--- config.mk ---
export PLATFORM = sky130hd
export DESIGN_NAME = dma_req_gate
export DESIGN_NICKNAME = d
export VERILOG_FILES = /design/src/rtl/dma_req_gate_pkg.sv /design/src/rtl/req_en_cmd_decode.sv /design/src/rtl/req_en_bitmap.sv /design/src/rtl/req_qualify.sv /design/src/rtl/dma_req_gate.sv
export SDC_FILE = /design/constraint.sdc
export NUM_CORES = 1
export LEC_CHECK = 0
export BUFFER_PORTS_ARGS = -buffer_cell sky130_fd_sc_hd__buf_2
export CORE_AREA = 3 3 158 160
export DETAILED_ROUTE_END_ITERATION = 8
export DIE_AREA = 0 0 161 163
export PLACE_DENSITY = 0.57
export SLEW_MARGIN = 25
export SYNTH_ARGS = -nofsm -noshare
export SYNTH_HDL_FRONTEND = slang
export SYNTH_SLANG_ARGS = --single-unit
--- constraint.sdc ---
create_clock -name clk -period 1.2 [get_ports clk]
set_clock_uncertainty 0.05 [all_clocks]
set_input_delay 0.06 -clock clk [delete_from_list [all_inputs] [get_ports clk]]
set_output_delay 0.06 -clock clk [all_outputs]
set_load 0.02 [all_outputs]
--- src/rtl/dma_req_gate_pkg.sv ---
// Package: shared constants for the request enable gate.
// Assumes: the set and clear commands are 8 bits wide, which covers up to 64 channels.
package dma_req_gate_pkg;
    localparam int CMD_W       = 8;
    localparam int CMD_NOP_BIT = 7;
    localparam int CMD_ALL_BIT = 6;
endpackage

--- src/rtl/req_en_cmd_decode.sv ---
// Module: turns one set or clear command into a per-channel mask.
// Assumes: NUM_CH <= 64, so the channel index fits in the command's low bits.
module req_en_cmd_decode #(
    parameter int NUM_CH = 64
) (
    input  logic                               valid,
    input  logic [dma_req_gate_pkg::CMD_W-1:0] cmd,
    output logic [NUM_CH-1:0]                  mask
);
    import dma_req_gate_pkg::*;
    localparam int IDX_W = $clog2(NUM_CH);

    logic active;
    // The command counts only when it is strobed and is not a no-op.
    assign active = valid && !cmd[CMD_NOP_BIT];

    genvar ch;
    generate
        for (ch = 0; ch < NUM_CH; ch++) begin : g_ch
            // Select this channel when it is named, or when all channels are meant.
            assign mask[ch] = active &&
                (cmd[CMD_ALL_BIT] || (cmd[IDX_W-1:0] == IDX_W'(ch)));
        end
    endgenerate
endmodule

--- src/rtl/req_en_bitmap.sv ---
// Module: per-channel enable register with half-word writes and set/clear masks.
// Assumes: NUM_CH is a multiple of WORD_W. Each cycle applies word writes, then set, then clear.
module req_en_bitmap #(
    parameter int NUM_CH = 64,
    parameter int WORD_W = 32
) (
    input  logic                           clk,
    input  logic                           rst_n,
    input  logic [NUM_CH/WORD_W-1:0]       word_wr,
    input  logic [NUM_CH-1:0]              word_wdata,
    input  logic [NUM_CH-1:0]              set_mask,
    input  logic [NUM_CH-1:0]              clr_mask,
    output logic [NUM_CH-1:0]              en
);
    localparam int NWORDS = NUM_CH / WORD_W;

    logic [NUM_CH-1:0] en_q;
    logic [NUM_CH-1:0] word_stage;
    logic [NUM_CH-1:0] en_next;

    genvar w;
    generate
        for (w = 0; w < NWORDS; w++) begin : g_word
            // A full-word write replaces its half; otherwise the half keeps its value.
            assign word_stage[w*WORD_W +: WORD_W] =
                word_wr[w] ? word_wdata[w*WORD_W +: WORD_W] : en_q[w*WORD_W +: WORD_W];
        end
    endgenerate

    // Set after the word writes, then clear, so clear has the last word.
    assign en_next = (word_stage | set_mask) & ~clr_mask;

    // Enable state register.
    always_ff @(posedge clk) begin
        if (!rst_n) en_q <= '0;
        else        en_q <= en_next;
    end

    assign en = en_q;
endmodule

--- src/rtl/req_qualify.sv ---
// Module: gates hardware requests with the enables and merges bypass requests.
// Assumes: en is the registered enable state; the output is registered.
module req_qualify #(
    parameter int NUM_CH = 64
) (
    input  logic              clk,
    input  logic              rst_n,
    input  logic [NUM_CH-1:0] en,
    input  logic [NUM_CH-1:0] hw_req,
    input  logic [NUM_CH-1:0] sw_req,
    input  logic [NUM_CH-1:0] link_req,
    output logic [NUM_CH-1:0] req_q
);
    logic [NUM_CH-1:0] merged;

    // Only hardware requests depend on the enable; software and linked requests pass.
    assign merged = (hw_req & en) | sw_req | link_req;

    // Registered request output.
    always_ff @(posedge clk) begin
        if (!rst_n) req_q <= '0;
        else        req_q <= merged;
    end
endmodule

--- src/rtl/dma_req_gate.sv ---
// Module: top of the DMA channel request enable gate.
// Assumes: two halves of WORD_W channels each; synchronous active-low reset.
module dma_req_gate #(
    parameter int WORD_W = 32
) (
    input  logic                               clk,
    input  logic                               rst_n,
    input  logic                               hi_wr,
    input  logic [WORD_W-1:0]                  hi_wdata,
    input  logic                               lo_wr,
    input  logic [WORD_W-1:0]                  lo_wdata,
    input  logic                               set_wr,
    input  logic [dma_req_gate_pkg::CMD_W-1:0] set_cmd,
    input  logic                               clr_wr,
    input  logic [dma_req_gate_pkg::CMD_W-1:0] clr_cmd,
    input  logic [2*WORD_W-1:0]                hw_req,
    input  logic [2*WORD_W-1:0]                sw_req,
    input  logic [2*WORD_W-1:0]                link_req,
    output logic [WORD_W-1:0]                  rd_hi_data,
    output logic [WORD_W-1:0]                  rd_lo_data,
    output logic [2*WORD_W-1:0]                req_out
);
    localparam int NUM_CH = 2 * WORD_W;

    logic [NUM_CH-1:0] set_mask;
    logic [NUM_CH-1:0] clr_mask;
    logic [NUM_CH-1:0] en_bits;

    req_en_cmd_decode #(.NUM_CH(NUM_CH)) set_dec_i (
        .valid (set_wr),
        .cmd   (set_cmd),
        .mask  (set_mask)
    );

    req_en_cmd_decode #(.NUM_CH(NUM_CH)) clr_dec_i (
        .valid (clr_wr),
        .cmd   (clr_cmd),
        .mask  (clr_mask)
    );

    req_en_bitmap #(.NUM_CH(NUM_CH), .WORD_W(WORD_W)) bitmap_i (
        .clk        (clk),
        .rst_n      (rst_n),
        .word_wr    ({hi_wr, lo_wr}),
        .word_wdata ({hi_wdata, lo_wdata}),
        .set_mask   (set_mask),
        .clr_mask   (clr_mask),
        .en         (en_bits)
    );

    req_qualify #(.NUM_CH(NUM_CH)) qual_i (
        .clk      (clk),
        .rst_n    (rst_n),
        .en       (en_bits),
        .hw_req   (hw_req),
        .sw_req   (sw_req),
        .link_req (link_req),
        .req_q    (req_out)
    );

    // Read ports show the enable state directly.
    assign rd_hi_data = en_bits[NUM_CH-1:WORD_W];
    assign rd_lo_data = en_bits[WORD_W-1:0];
endmodule

# Yosys cells after proc, flatten, opt, wreduce, memory -nomap -nowiden
# Cells that the tools add are included.
# Widths: inputs -> output; s select.
[totals]
regBits = 128
in_bits = 278
output_inout_bits = 128
elab_cells = 398
[classes]
n_eq_ne = 126
mux = 2
bitwise = 6
reduce_logical = 262
[op_table]
columns = ["op", "n"]
rows = [
  ["$eq 6x6->1 const B", 64],
  ["$eq 6x5->1 const B", 32],
  ["$or 64x64->64", 3],
  ["$logic_and 1x1->1", 130],
  ["$and 64x64->64", 2],
  ["$logic_or 1x1->1", 128],
  ["$eq 6x4->1 const B", 16],
  ["$mux 32", 2],
  ["$not 64->64", 1],
  ["$eq 6x3->1 const B", 8],
  ["$eq 6x2->1 const B", 4],
  ["$eq 6x1->1 const B", 2],
  ["$logic_not 6->1", 2],
  ["$logic_not 1->1", 2],
]

# Depth between registers and ports, before layout
[depth]
depth_word = 5
ltp_mapped = 5
mapped_depth_nobuf = 3

# Cells and area by module
# From an unflattened synthesis, not the netlist that was laid out.
[unflattened]
cells_unflattened = 733
hier_area_um2 = 6964.2
[modules_own_cells]
columns = ["module", "instances", "cells_per_inst", "area_per_inst_um2", "seq_area_each_um2"]
rows = [
  ["req_en_bitmap", 1, 334, 3059.2, 1281.2],
  ["req_qualify", 1, 199, 2713.9, 1281.2],
  ["req_en_cmd_decode", 2, 100, 595.6, 0.0],
]

# Worst setup path after synthesis
# OpenSTA, ideal clock, no wires.
[synth_timing]
kind = "input to register"
startpoint = "input port lo_wr"
endpoint = "register bitmap_i.en_q[16], in the netlist bitmap_i.en[16]"
setup_time_ns = 0.148
t_arrival_ns = 1.016
t_required_ns = 1.002
path_slack_ns = -0.014
path_stages = 5
n_path_buf = 2
cell_sequence = "clkbuf_2 > buf_2 > mux2_2 > a211oi_1 > a211oi_1"
[synth_via]
elab_chain_cells = 3
[synth_lines]
columns = ["element", "line_no", "rtl"]
rows = [
  ["start: declaration", "dma_req_gate.sv:10", "input logic lo_wr,"],
  ["$mux 32", "req_en_bitmap.sv:26", "word_wr[w] ? word_wdata[w*WORD_W +: WORD_W] : en_q[w*WORD_W +: WORD_W];"],
  ["$or 64x64->64", "req_en_bitmap.sv:31", "assign en_next = (word_stage | set_mask) & ~clr_mask;"],
  ["$and 64x64->64", "req_en_bitmap.sv:31", ""],
  ["end signal: assignment", "req_en_bitmap.sv:36", "else en_q <= en_next;"],
  ["end: declaration", "req_en_bitmap.sv:17", "logic [NUM_CH-1:0] en_q;"],
]
# Every way passes these cells.
# A chain may end at the register's enable or synchronous reset.

# Worst setup path in the final report
[layout_timing]
startpoint = "register bitmap_i.en_q[35], in the netlist bitmap_i.en[35]"
endpoint = "output port rd_hi_data[3]"
[layout_lines]
columns = ["element", "line_no", "rtl"]
rows = [
  ["end: declaration", "dma_req_gate.sv:19", "output logic [WORD_W-1:0] rd_hi_data,"],
]
# No word-level cell between the ends.

==> results.toml <==
[layout]
drive_above_1_share_pct = 46.37
fillers = 2166
final_cell_mix = "404 x buf_2, 209 x dlygate4sd3_1, 150 x a211oi_1"
finalInstanceArea_um2 = 11520
layout.cells.non_filler = 1564
fin_util_pct = 48.95
layout.nets = 1505
area_delta_synth_final_pct = 94.39
layout_commonest_cell = "buf_2"

[route]
drt.antenna.violating_nets = 0
drc = 0
drt-total-wl_um = 30800
wl_per_cell_um = 19.69
drt_iter0_drc = 367
dr.pass1.iters = 4
routed_via_density = 4.705
via_count = 7359

[placement]
port_buffers = 405
dp_hpwl_um = 21440
place_area_um2 = 8776
dpl.cell_count = 1318
place_ws_ps = -134.5
gp_congestion = 0.7986

[flow_run]
maxCapViolCount = 0

[critical_path]
slowest_stage = "dfxtp_2"
cp_num_buf_inv = 2
start_kind = "flop"
cp.arrival_ps = 1050
path_cells = "buf_4 > buf_2"
path_delay_family = "flip-flops"
crit_path_max_incr_delay_ps = 350
required_ps = 1090
worstPathMaxFanout = 2
critPathCaptureType = "output pin"
crit_type = "flop to output pin"

[cts]
clk_path_buf_depth = 2
path_clk_slew_ps = 60
cts_sinks = 128
cts_tree = "yes"
ctsHtreeMaxLevel = 4
numCtsBuffers = 17
clock_latency_ps = 430
cts_root_buffer = "clkbuf_16"
post_cts_buffers = 0

[yosys]
ys_seq_elements = 128
syn-num-nets = 849
async_reset_ff_share_pct = 0
synth-main-ff-cell = "dfxtp_1"
ys_seq_area_share_pct = 43.22
avgSynthCellArea_um2 = 10.38
synth_edf_count = 0
syn_area_um2 = 5928
synth_cell_types = 37
yosys_warnings = 0
syn_inst = 571

[sta]
max_slew_margin_pct = 68.58
setup_viol = 0
post-route-period-util_pct = 96.90
timing.fmax_ghz = 0.8600
drv_slew = 0
fin_ws_ps = 37.17
worst_pin_slew_ps = 467.0
period_needed_ps = 1163
tns_ps = 0
hold_viol = 0

[worst_hold_path]
hp-class = "primary input to flop"

[grt]
grt_overflow = 0
grt_pass1_vias = 8009
grt_max_degree = 48
track_usage_pct = 22.82
grt_antenna_before_repair = 6
grt_pass1_wl_um = 46130

[floorplan]
start_util_pct = 25.18
ioPinCount = 406
rows = 56
core_area_um2 = 23540
dieHeight_um = 163
die_x_um = 161
dieArea_um2 = 26240

[power]
p_per_area_nw_per_um2 = 1157
p_leak_nw = 5.170
irDropWorstVdd_mv = 0.7746

[run_status]
status = "completed"
-- per-layer routing --
metal | track usage, % | vias up | routed length, um
met5 | 0 | - | 15
met2 | 42.68 | 331 | 16200
met4 | 7.939 | 2 | 659
li1 | - | 3520 | -
met3 | 6.307 | 46 | 1997
met1 | 24.70 | 3460 | 11920
-- cell type report --
cell class / instances / area (um2) / share of cell area, %
sequential: 128 / 2567 / 22.28
tap: 319 / 399.1 / 3.464
multi-input combinational: 395 / 3131 / 27.17
clock buffer: 18 / 439.2 / 3.811
clock inverter: 14 / 186.4 / 1.618
timing repair buffer: 684 / 4785 / 41.52
inverter: 1 / 3.754 / 0.03257
antenna: 5 / 12.51 / 0.1086
-- worst reg2reg max path, stage by stage, from the launching register on --
cell and delay, ps:
dfxtp_2 330, mux2_1 330, a211oi_1 230, a211oi_1 70
-- per-stage QoR --
step | hold WS, ps | power [mW]
floorplan | 152.0 | 6.004
global placement | 236.9 | 7.220
detailed placement | 246.6 | 7.241
CTS | 2.785 | 13.44
global route | 18.05 | 13.88
finish | 25.02 | 13.34
-- cell usage after synthesis, types with 3 or more instances --
cell type,number,share of area [%]
and4b_4,4,0.93
and4bb_2,4,0.84
nand2_1,23,1.5
buf_2,11,0.93
a211oi_1,152,19
clkbuf_1,22,1.4
mux2i_1,20,3.4
buf_4,7,0.89
nor2b_1,64,6.8
a311oi_2,3,0.76
nand4b_1,5,0.74
nor4b_4,3,1.2
buf_6,3,0.57
mux2_1,4,0.76
nand2b_1,5,0.53
a311oi_1,17,2.5
dfxtp_1,128,43
nor2_1,25,1.6
nor3_1,7,0.59
mux2_2,40,7.6
-- kinds of logic (layout without fill, tap and decap cells) --
group	Yosys count	in the layout	share of synthesized area, %
AOI/OAI and AO/OA	173	173	22.67
buffers and inverters	48	717	4.263
DFF	128	128	43.23
muxes	64	64	11.73
other	0	5	0
and+or+nand+nor	158	158	18.11
-- sequential cells by signal (all words and copies together) (netlist names) --
name,cells
qual_i.req_q,64
bitmap_i.en,64
-- report_power, final --
part | switching [mW] | total, mW | internal (mW)
clock | 2.09 | 5.61 | 3.53
combinational | 1.40 | 2.96 | 1.56
sequential | 0.190 | 4.76 | 4.57
-- worst paths after layout --
path                                            startpoint                     endpoint  slack [ps]  depth (start not counted)
worst max-delay path            bitmap_i.en[35]$_SDFF_PN0_                rd_hi_data[3]          40                          2
worst min-delay path                            hw_req[35]  qual_i.req_q[35]$_SDFF_PN0_          30                          4
worst max register to register  bitmap_i.en[35]$_SDFF_PN0_   bitmap_i.en[35]$_SDFF_PN0_          70                          3
worst min register to register  bitmap_i.en[58]$_SDFF_PN0_  qual_i.req_q[58]$_SDFF_PN0_         500                          2
-- timing repair --
action	4_1_cts	5_1_grt
hold buffers	209	0
resized for setup	3	4
endpoints found under the setup margin	3	4
cloned	0	0
endpoints found under the hold margin	82	0
No activity file was read; power rests on OpenSTA's default activity.
